## config.mk

```make
export PLATFORM = sky130hd
export DESIGN_NAME = acc_alu8
export DESIGN_NICKNAME = d
export VERILOG_FILES = /design/src/rtl/acc_alu8_pkg.sv /design/src/rtl/acc_alu8_arith.sv /design/src/rtl/acc_alu8_shift.sv /design/src/rtl/acc_alu8_logic.sv /design/src/rtl/acc_alu8.sv
export SDC_FILE = /design/constraint.sdc
export NUM_CORES = 1
export LEC_CHECK = 0
export BUFFER_PORTS_ARGS = -buffer_cell sky130_fd_sc_hd__clkbuf_2
export CORE_ASPECT_RATIO = 1.4
export CORE_UTILIZATION = 55
export DETAILED_ROUTE_END_ITERATION = 8
export GPL_TIMING_DRIVEN = 0
export PLACE_DENSITY_LB_ADDON = 0.3
export SLEW_MARGIN = 10
export SYNTH_ARGS = -nofsm -noshare
export SYNTH_HDL_FRONTEND = slang
export SYNTH_SLANG_ARGS = --single-unit
```

## constraint.sdc

```tcl
create_clock -name vclk -period 10.55
set_input_delay 0.5275 -clock vclk [all_inputs]
set_output_delay 0.5275 -clock vclk [all_outputs]
set_load 0.02 [all_outputs]
```

## src/rtl/acc_alu8_pkg.sv

```systemverilog
package acc_alu8_pkg;

  typedef enum logic [3:0] {
    OP_ADD  = 4'd0,
    OP_SUB  = 4'd1,
    OP_SHR  = 4'd2,
    OP_SHL  = 4'd3,
    OP_RTR  = 4'd4,
    OP_RTL  = 4'd5,
    OP_AND  = 4'd6,
    OP_OR   = 4'd7,
    OP_XOR  = 4'd8,
    OP_TEST = 4'd9
  } alu_op_e;

  typedef enum logic [1:0] {
    LG_AND = 2'd0,
    LG_OR  = 2'd1,
    LG_XOR = 2'd2
  } logic_sel_e;

endpackage

```

## src/rtl/acc_alu8_arith.sv

```systemverilog
module acc_alu8_arith #(
  parameter int WIDTH = 8
) (
  input  logic [WIDTH-1:0] a_i,
  input  logic [WIDTH-1:0] b_i,
  input  logic             cin_i,
  input  logic             dec_i,
  input  logic             sub_i,
  output logic [WIDTH-1:0] res_o,
  output logic             cout_o,
  output logic             vout_o
);
  localparam int NIB = WIDTH / 4;
  localparam int MSB = WIDTH - 1;

  // Digit-serial BCD add: a digit above 9 is corrected by +6 and carries.
  function automatic logic [WIDTH:0] bcd_add(input logic [WIDTH-1:0] x,
                                             input logic [WIDTH-1:0] y,
                                             input logic c);
    logic [4:0]       s;
    logic [WIDTH-1:0] r;
    logic             k;
    k = c;
    r = '0;
    for (int i = 0; i < NIB; i++) begin
      s = {1'b0, x[4*i +: 4]} + {1'b0, y[4*i +: 4]} + {4'b0, k};
      if (s > 5'd9) begin
        s = s + 5'd6;
        k = 1'b1;
      end else begin
        k = 1'b0;
      end
      r[4*i +: 4] = s[3:0];
    end
    return {k, r};
  endfunction

  // Digit-serial BCD subtract: a digit that borrows is corrected by -6.
  function automatic logic [WIDTH:0] bcd_sub(input logic [WIDTH-1:0] x,
                                             input logic [WIDTH-1:0] y,
                                             input logic c);
    logic [4:0]       s;
    logic [WIDTH-1:0] r;
    logic             bw;
    bw = ~c;
    r  = '0;
    for (int i = 0; i < NIB; i++) begin
      s = {1'b0, x[4*i +: 4]} - {1'b0, y[4*i +: 4]} - {4'b0, bw};
      if (s[4]) begin
        s  = s - 5'd6;
        bw = 1'b1;
      end else begin
        bw = 1'b0;
      end
      r[4*i +: 4] = s[3:0];
    end
    return {~bw, r};
  endfunction

  function automatic logic [WIDTH:0] bin_addsub(input logic [WIDTH-1:0] x,
                                                input logic [WIDTH-1:0] y,
                                                input logic c,
                                                input logic sub);
    logic [WIDTH-1:0] yy;
    yy = sub ? ~y : y;
    return {1'b0, x} + {1'b0, yy} + {{WIDTH{1'b0}}, c};
  endfunction

  logic [WIDTH:0]   bin_sum;
  logic [WIDTH:0]   dec_sum;
  logic [WIDTH-1:0] eff_b;

  assign eff_b   = sub_i ? ~b_i : b_i;
  assign bin_sum = bin_addsub(a_i, b_i, cin_i, sub_i);
  assign dec_sum = sub_i ? bcd_sub(a_i, b_i, cin_i) : bcd_add(a_i, b_i, cin_i);

  // Signed overflow is judged on the binary form in both modes.
  assign vout_o = (a_i[MSB] == eff_b[MSB]) && (bin_sum[MSB] != a_i[MSB]);
  assign res_o  = dec_i ? dec_sum[WIDTH-1:0] : bin_sum[WIDTH-1:0];
  assign cout_o = dec_i ? dec_sum[WIDTH] : bin_sum[WIDTH];

endmodule

```

## src/rtl/acc_alu8_shift.sv

```systemverilog
module acc_alu8_shift #(
  parameter int WIDTH = 8
) (
  input  logic [WIDTH-1:0] a_i,
  input  logic             cin_i,
  input  logic             right_i,
  input  logic             rotate_i,
  output logic [WIDTH-1:0] res_o,
  output logic             cout_o
);
  localparam int MSB = WIDTH - 1;

  logic fill;
  assign fill = rotate_i ? cin_i : 1'b0;

  always_comb begin
    if (right_i) begin
      res_o  = {fill, a_i[MSB:1]};
      cout_o = a_i[0];
    end else begin
      res_o  = {a_i[MSB-1:0], fill};
      cout_o = a_i[MSB];
    end
  end

endmodule

```

## src/rtl/acc_alu8_logic.sv

```systemverilog
module acc_alu8_logic
  import acc_alu8_pkg::*;
#(
  parameter int WIDTH = 8
) (
  input  logic [WIDTH-1:0] a_i,
  input  logic [WIDTH-1:0] b_i,
  input  logic [1:0]       sel_i,
  output logic [WIDTH-1:0] res_o
);
  always_comb begin
    case (sel_i)
      LG_OR:   res_o = a_i | b_i;
      LG_XOR:  res_o = a_i ^ b_i;
      default: res_o = a_i & b_i;
    endcase
  end
endmodule

```

## src/rtl/acc_alu8.sv

```systemverilog
module acc_alu8
  import acc_alu8_pkg::*;
#(
  parameter int WIDTH = 8
) (
  input  logic [WIDTH-1:0] acc_i,
  input  logic [WIDTH-1:0] opnd_i,
  input  logic             carry_i,
  input  logic             ovf_i,
  input  logic             decimal_i,
  input  logic [3:0]       op_i,
  output logic [WIDTH-1:0] result_o,
  output logic             result_valid_o,
  output logic             neg_o,
  output logic             ovf_o,
  output logic             zero_o,
  output logic             carry_o
);
  localparam int MSB = WIDTH - 1;

  // Named decode events, visible to the bound checker.
  logic is_arith, is_shift, is_logic, is_test;
  logic [1:0] lg_sel;

  logic [WIDTH-1:0] arith_res, shift_res, logic_res;
  logic             arith_c, arith_v, shift_c;

  always_comb begin
    is_arith = 1'b0;
    is_shift = 1'b0;
    is_logic = 1'b0;
    is_test  = 1'b0;
    lg_sel   = LG_AND;
    case (op_i)
      OP_ADD, OP_SUB:                 is_arith = 1'b1;
      OP_SHR, OP_SHL, OP_RTR, OP_RTL: is_shift = 1'b1;
      OP_AND:  is_logic = 1'b1;
      OP_OR:   begin is_logic = 1'b1; lg_sel = LG_OR;  end
      OP_XOR:  begin is_logic = 1'b1; lg_sel = LG_XOR; end
      OP_TEST: is_test = 1'b1;
      default: ;
    endcase
  end

  acc_alu8_arith #(.WIDTH(WIDTH)) u_arith (
    .a_i    (acc_i),
    .b_i    (opnd_i),
    .cin_i  (carry_i),
    .dec_i  (decimal_i),
    .sub_i  (op_i == OP_SUB),
    .res_o  (arith_res),
    .cout_o (arith_c),
    .vout_o (arith_v)
  );

  acc_alu8_shift #(.WIDTH(WIDTH)) u_shift (
    .a_i      (acc_i),
    .cin_i    (carry_i),
    .right_i  ((op_i == OP_SHR) || (op_i == OP_RTR)),
    .rotate_i ((op_i == OP_RTR) || (op_i == OP_RTL)),
    .res_o    (shift_res),
    .cout_o   (shift_c)
  );

  acc_alu8_logic #(.WIDTH(WIDTH)) u_logic (
    .a_i   (acc_i),
    .b_i   (opnd_i),
    .sel_i (lg_sel),
    .res_o (logic_res)
  );

  always_comb begin
    result_o       = acc_i;
    result_valid_o = 1'b0;
    carry_o        = carry_i;
    ovf_o          = ovf_i;
    if (is_arith) begin
      result_o       = arith_res;
      result_valid_o = 1'b1;
      carry_o        = arith_c;
      ovf_o          = arith_v;
    end else if (is_shift) begin
      result_o       = shift_res;
      result_valid_o = 1'b1;
      carry_o        = shift_c;
    end else if (is_logic) begin
      result_o       = logic_res;
      result_valid_o = 1'b1;
    end
    if (is_test) begin
      neg_o  = opnd_i[MSB];
      ovf_o  = opnd_i[MSB-1];
      zero_o = ~|(acc_i & opnd_i);
    end else begin
      neg_o  = result_o[MSB];
      zero_o = ~|result_o;
    end
  end

endmodule

```

==> results of run 1 <==
-- power breakdown --
part	switching [uW]	total, uW	internal (uW)	leakage, uW
clock network	0	0	0	0
logic	122	204	82.7	0.00135
registers	0	0	0	0
-- stage by stage --
stage	power (uW)	setup slack (ns)	hold slack (ns)	cell area, um2	utilization
after floorplan	146	5.11	1.28	2520	-
after global placement	195	4.43	1.44	2780	0.645
after detailed placement	200	4.35	1.45	2780	0.645
after CTS	201	4.35	1.45	2780	0.645
after global routing	223	3.92	1.48	2780	0.645
final	204	4.27	1.45	2780	0.645
-- kinds of logic after synthesis --
logic type,Yosys count,synth area share
AND/OR/NAND/NOR,99,0.202
XOR/XNOR,27,0.0938
AO/OA/AOI/OAI,90,0.263
multiplexers,14,0.0565
adder cells (fa/ha/maj),52,0.288
buffers and inverters,61,0.0962
-- critical path, cell delays in order --
cell and delay, ns:
clkbuf_2 0.17, inv_1 0.18, fa_1 0.22, inv_1 0.06, fa_1 0.40, xnor2_1 0.38, ha_1 0.27, a22oi_1 0.10
a31oi_1 0.30, inv_1 0.11, fa_1 0.44, fa_1 0.59, inv_1 0.11, ha_1 0.23, nor2b_1 0.15, a31oi_1 0.31
nand3_1 0.12, mux2i_1 0.18, nor4_2 0.09, nor4_1 0.29, nand4b_1 0.13, o21ai_1 0.20, clkbuf_2 0.20
-- area by class of cell --
cell class         count  area [um2]  share of cell area
plain buffers         17        77.6              0.0279
inverters             44         165              0.0595
multi-input cells    282        2280               0.821
well taps             60        75.1              0.0270
repair buffers        36         180              0.0649
-- final timing paths --
check / start / to / slack, ns / depth (start not counted)
worst min-delay path: opnd_i[7] / neg_o / 1.45 / 4
worst max-delay path: acc_i[0] / zero_o / 4.27 / 23
-- layer usage --
metal,vias up,GRT usage,share of wire
li1,1317,-,-
met1,1299,0.372,0.38
met2,134,0.596,0.51
met3,25,0.00623,0.054
met4,0,0.162,0.055
met5,-,0,0
-- cell usage in the layout, fill, tap and decap left out, types with 3 or more instances in the layout --
master,n
nor3_1,7
nand2_1,20
xnor2_1,25
inv_1,44
fa_1,10
a211oi_1,7
a21o_1,8
clkbuf_2,36
o211ai_1,3
a21oi_1,8
clkbuf_1,9
nand3b_1,3
a22oi_1,4
nand2b_1,3
o2111ai_1,3
a221oi_1,7
and3_1,3
o21ai_0,17
o311ai_0,4
nor4_1,3
nand3_1,16
ha_1,42
buf_2,5
mux2i_1,12
nor2_1,26
a31oi_1,3
nor2b_1,3
==> results.md, run 1 <==
* Wire per inst at between 15 and 20 um
* Post-cts sizing count at 0
* Arrival time at the worst endpoint at about 5.8 ns
* Total track usage at 0.322
* Status: complete, no violations
* Min cycle time layout at ~6.3 ns
* Dpl cells at between 400 and 500
* DR DRC count at 0
* Initial DRC Count at between 150 and 200
* Hold crit path type: in -> out
* Nets at about 460
* Static leakage at between 0.001 and 0.0015 uW
* Final Hold Viols at 0
* Mapped Nets at approximately 420
* FFs & Latches at 0
* CP Launch Type: input pin
* Chip width at approximately 59 um
* Number of global-route vias before repair at 2540
* Routed Antenna Nets at 0
* Top cells by area, synth: ha_1, xnor2_1, fa_1
* Register area at 0 um2
* Detailed Route WL at around 7800 um
* Peak Freq at approximately 160 MHz
* Count leader, synth: inv_1
* Clk_buf instances at 0
* Initial core utilization at 0.585
* CP Capture Type: output port
* Synth Cell Area at ~0.0025 mm2
* Tcrit/Tclk final at 0.596
* Area Overhead vs Synth at 10.1%
* Post-synth top area share at 0.208
* CTS Hold Bufs at 0
* RSZ-0062 raised after global routing: false
* Synth cell types at 60
* Cells after Synth at 343
* Vias/cell at between 6 and 7
* Total number of vias at between 2000 and 3000
* Gr ovfl total at 0
* Diodes inserted at 0
* Syn Area/Cell at 7.35 um2
* Core ar. at roughly 0.0043 mm2
* Layout cell share with drive strength beyond 1 at 0.137
* Largest net degree at the start of global routing at 12
* Max_slew headroom at 0.597
* DIE AREA at 0.00486 mm2
* Die height at about 80 um
* Slew @ Worst Pin at between 0.6 and 0.7 ns
* Peak VDD IR at 0.0485 mV
* FILL cells at around 430
* Critical path type: in -> out
* Placer Congestion at around 1.0
* Final setup violation count at 0
* Worst endpoint required time at 10.02 ns
* Synth area leader: ha_1
* First-pass GRT wire length at roughly 12000 um
* Setup Buffers After CTS at 0
* Commonest cells post-synth: inv_1, ha_1, nor2_1
* Num rows at 28
* First drt pass iteration count at 5
* Synth Warn # at 0
* Non-Filler Instances at around 440
* Crit path max fanout at 6
* Port bufs at 36
* Top-level I/O count at 36
* Setup TNS Final at 0 ns
* Sequential area share after synthesis at 0
* Cell Pwr Density at around 74 mW/mm2
* DP HPWL at ~6400 um
* Pins over their slew limit at 0
* Initial antenna violation count at 0
* Max Cap Viol at 0
(Power assumes the default switching activity.)
==> run 2, diff against run 1 <==
- clock period: 10.55 -> 5.42 ns (I/O delays scaled with it)
==> results.md, run 2 (synthesis results as in run 1) <==
* Top-level I/O count at 36
* Commonest non-fill, non-tap cell in the layout: inv_1
* Cell Pwr Density at roughly 150 mW/mm2
* RSZ-0062 raised after global routing: false
* CP peak stage delay at between 0.4 and 0.5 ns
* Core ar. at 0.00431 mm2
* Initial core utilization at 0.585
* Peak Freq at 190 MHz
* Worst-path cell chain: clkbuf_4, inv_2, fa_2, inv_1, fa_2, inv_2, ha_2, a22oi_1, a31oi_2, inv_1, fa_2, fa_2, a21o_1, a21oi_1, nand3_1, o2111ai_1, nor4_2, nor4_1, nand4b_1, o21ai_1, buf_4
* Total track usage at 0.324
* Delay-heaviest family, CP: adder cells
* Detailed Route WL at between 7000 and 8000 um
* Peak VDD IR at ~0.096 mV
* Largest net degree at the start of global routing at 12
* DR DRC count at 0
* Most frequent cells in the layout: inv_1, ha_1, clkbuf_2
* Port bufs at 36
* Max Cap Viol at 0
* Gr ovfl total at 0
* Worst endpoint required time at slightly above 5 ns
* Final worst slack at 0.170 ns
* Critical path type: in -> out
* Die height at between 80 and 90 um
* Placement Setup Slack at -0.262 ns
* Arrival time at the worst endpoint at 4.98 ns
* Final Hold Viols at 0
* CP Capture Type: output port
* DP HPWL at 6360 um
* Wire per inst at ~18 um
* Static leakage at between 0.001 and 0.0015 uW
* Most used cell, CP: fa_2
* Power Total at approximately 420 uW
* Placer Congestion at around 1
* Num rows at 28
* Chip width at approximately 59 um
* Worst Path Buf+Inv at 6
* Total number of vias at 2800
* First-pass GRT wire length at between 10000 and 15000 um
* CP Launch Type: input pin
* FILL cells at ~420
* CTS Hold Bufs at 0
* Final setup violation count at 0
* Status: complete, no violations
* Slew @ Worst Pin at approximately 0.60 ns
* Number of global-route vias before repair at ~2600
* Clk_buf instances at 0
* Crit path max fanout at 8
* Layout cell share with drive strength beyond 1 at 0.183
* Pins over their slew limit at 0
* Initial antenna violation count at 0
* Hold crit path type: in -> out
* Routed Antenna Nets at 0
* Nets at 460
* First drt pass iteration count at 5
* Area Overhead vs Synth at 13.5%
* Initial DRC Count at 233
* Max_slew headroom at 0.597
* Tcrit/Tclk final at 0.969
* Diodes inserted at 0
* Min cycle time layout at ~5.3 ns
* Register area at 0 um2
* Vias/cell at about 6.3
* DIE AREA at approximately 0.0049 mm2
* FFs & Latches at 0
* Slowest cell on crit path: a21oi_1
run 2: layout make-up:
| type | instances | area [um2] | share of cell area |
|---|---|---|---|
| multi-input cells | 282 | 2330 | 0.814 |
| repair buffers | 40 | 215 | 0.0752 |
| inverters | 44 | 165 | 0.0577 |
| plain buffers | 17 | 77.6 | 0.0271 |
| well taps | 60 | 75.1 | 0.0262 |
run 2: power breakdown:
part           internal (uW)  switching (uW)
Clock                      0               0
Combinational            178             245
Sequential                 0               0
Total                    178             245
run 2: tightest hold or removal path, cell delays in order:
cell      delay, ns
clkbuf_2       0.11
nand2_1        0.05
o21ai_0        0.07
clkbuf_2       0.16
run 2: stage by stage:
step	setup TNS, ns	util	hold slack, ns	instances	area (um2)
2_1_floorplan	0	-	0.772	343	2520
3_3_place_gp	-0.190	0.645	0.925	439	2780
3_5_place_dp	-0.262	0.645	0.934	439	2780
4_1_cts	0	0.655	0.934	441	2820
5_1_grt	0	0.664	0.971	443	2860
6_report	0	0.664	0.932	443	2860
run 2: repair_timing:
action,4_1_cts,5_1_grt
resized for setup,8,10
pin swaps,1,6
setup buffers,2,2
endpoints found under the setup margin,1,3
run 2: per-layer routing:
layer | routed length (um) | share of wire | track usage | vias up
met3 | 379 | 0.049 | 0.00623 | 38
met2 | 3930 | 0.50 | 0.597 | 129
met4 | 521 | 0.067 | 0.171 | 0
li1 | - | - | - | 1326
met1 | 2960 | 0.38 | 0.372 | 1307
met5 | 0 | 0 | 0 | -
run 2: path summary, 6_finish.rpt:
| check | to | cells past startpoint | slack (ns) | start |
|---|---|---|---|---|
| worst max-delay path | zero_o | 21 | 0.17 | acc_i[0] |
| worst min-delay path | neg_o | 4 | 0.93 | opnd_i[7] |
==> run 3, diff against run 2 <==
- BUFFER_PORTS_ARGS: -buffer_cell sky130_fd_sc_hd__clkbuf_2 -> -buffer_cell sky130_fd_sc_hd__buf_2
- RECOVER_POWER: default -> 25
==> results.md, run 3 (synthesis results as in run 1) <==
* First-pass GRT wire length at about 12000 um
* Chip width at between 50 and 60 um
* CP Launch Type: input pin
* Core ar. at approximately 0.0043 mm2
* Port bufs at 36
* Commonest non-fill, non-tap cell in the layout: ha_1
* Post-DP Area at between 0.002 and 0.003 mm2
* Area of the multi-input gates at between 0.002 and 0.0025 mm2
* Hold crit path type: in -> out
* CP Launch Point: acc_i[0]
* Top-level I/O count at 36
* Final setup violation count at 0
* Status: complete, no violations
* First drt pass iteration count at 5
* Vias/cell at 6.39
* Hold Crit Start: opnd_i[7]
* Slew @ Worst Pin at around 0.66 ns
* DR DRC count at 0
* Tcrit/Tclk final at 0.985
* Critical path type: in -> out
* Number of global-route vias before repair at between 2000 and 3000
* Max_slew headroom at 0.555
* Most frequent cells in the layout: ha_1, inv_1, buf_2
* Total track usage at 0.337
* Diodes inserted at 0
* FILL cells at 430
* Detailed Route WL at just over 8000 um
* Worst endpoint required time at approximately 5.2 ns
* CTS Hold Bufs at 0
* Max Cap Viol at 0
* Initial core utilization at 0.585
* Total number of vias at around 2800
* Static leakage at 0.00137 uW
* Min cycle time layout at between 5 and 6 ns
* Num rows at 28
* Area Overhead vs Synth at 14.1%
* DP HPWL at between 6000 and 7000 um
* Critical Path Sink: zero_o
* Nets at around 460
* Clk_buf instances at 0
* Layout cell share with drive strength beyond 1 at 0.180
* Routed Antenna Nets at 0
* Initial DRC Count at 172
* Die height at 82.1 um
* Initial antenna violation count at 0
* Arrival time at the worst endpoint at approximately 5.1 ns
* Worst hold slack at between 0.9 and 1 ns
* FFs & Latches at 0
* Crit path max fanout at 6
* Pins over their slew limit at 0
* DIE AREA at between 0.004 and 0.005 mm2
* Register area at 0 um2
* Peak VDD IR at just over 0.09 mV
* Placer Congestion at ~1.0
* Cell Pwr Density at 150 mW/mm2
* CP Capture Type: output port
* Final Hold Viols at 0
* Finished Cell Area at ~0.0029 mm2
* Largest net degree at the start of global routing at 12
* Wire per inst at between 15 and 20 um
* Gr ovfl total at 0
* Peak Freq at roughly 190 MHz
[run 3: worst max-delay path, stage by stage]
cell	delay [ns]
clkbuf_4	0.18
inv_4	0.06
fa_2	0.39
inv_1	0.09
fa_2	0.47
inv_2	0.10
ha_4	0.14
a22oi_1	0.08
a31oi_1	0.29
inv_1	0.13
fa_2	0.41
fa_2	0.60
inv_2	0.07
ha_2	0.19
nor2b_1	0.15
a31oi_2	0.25
nand3_1	0.12
mux2i_1	0.21
nor4_2	0.09
nor4_1	0.29
nand4b_1	0.13
o21ai_1	0.18
buf_4	0.16
[run 3: worst min-delay path by stage]
stage | endpoint | slack [ns] | depth (start not counted)
floorplan | ovf_o | 0.77 | 2
global placement | neg_o | 0.91 | 4
detailed placement | neg_o | 0.93 | 4
CTS | neg_o | 0.93 | 4
global route | neg_o | 0.99 | 4
finish | neg_o | 0.94 | 4
[run 3: layer usage]
| layer | up-vias | GRT usage | part of all wire |
|---|---|---|---|
| li1 | 1329 | - | - |
| met1 | 1306 | 0.376 | 0.37 |
| met2 | 152 | 0.603 | 0.49 |
| met3 | 49 | 0.00467 | 0.057 |
| met4 | 0 | 0.250 | 0.082 |
| met5 | - | 0 | 0 |
[run 3: what timing repair did]
action                                  CTS  global route
hold endpoints to repair                  0             0
gates resized for setup                   5            15
endpoints found under the setup margin    2             5
pin swaps                                 2             8
buffers inserted                          1             4
[run 3: layout make-up]
cell class,count,area share
Inverter,44,0.0583
Multi-Input combinational cell,282,0.812
Tap cell,60,0.0261
Buffer,17,0.0270
Timing Repair Buffer,41,0.0765
[run 3: metrics by stage]
| stage | setup TNS, ns | cells | setup WS [ns] | utilization | power, uW |
|---|---|---|---|---|---|
| floorplan | 0 | 343 | 0.492 | - | 285 |
| global placement | -0.158 | 439 | -0.158 | 0.645 | 380 |
| detailed placement | -0.286 | 439 | -0.286 | 0.645 | 391 |
| CTS | 0 | 440 | 0.0299 | 0.651 | 400 |
| global route | -0.0936 | 444 | -0.0936 | 0.668 | 472 |
| finish | 0 | 444 | 0.0826 | 0.668 | 432 |
[run 3: where the power goes]
part           internal, uW  switching, uW
Clock                     0              0
Combinational           182            250
Sequential                0              0
Total                   182            250
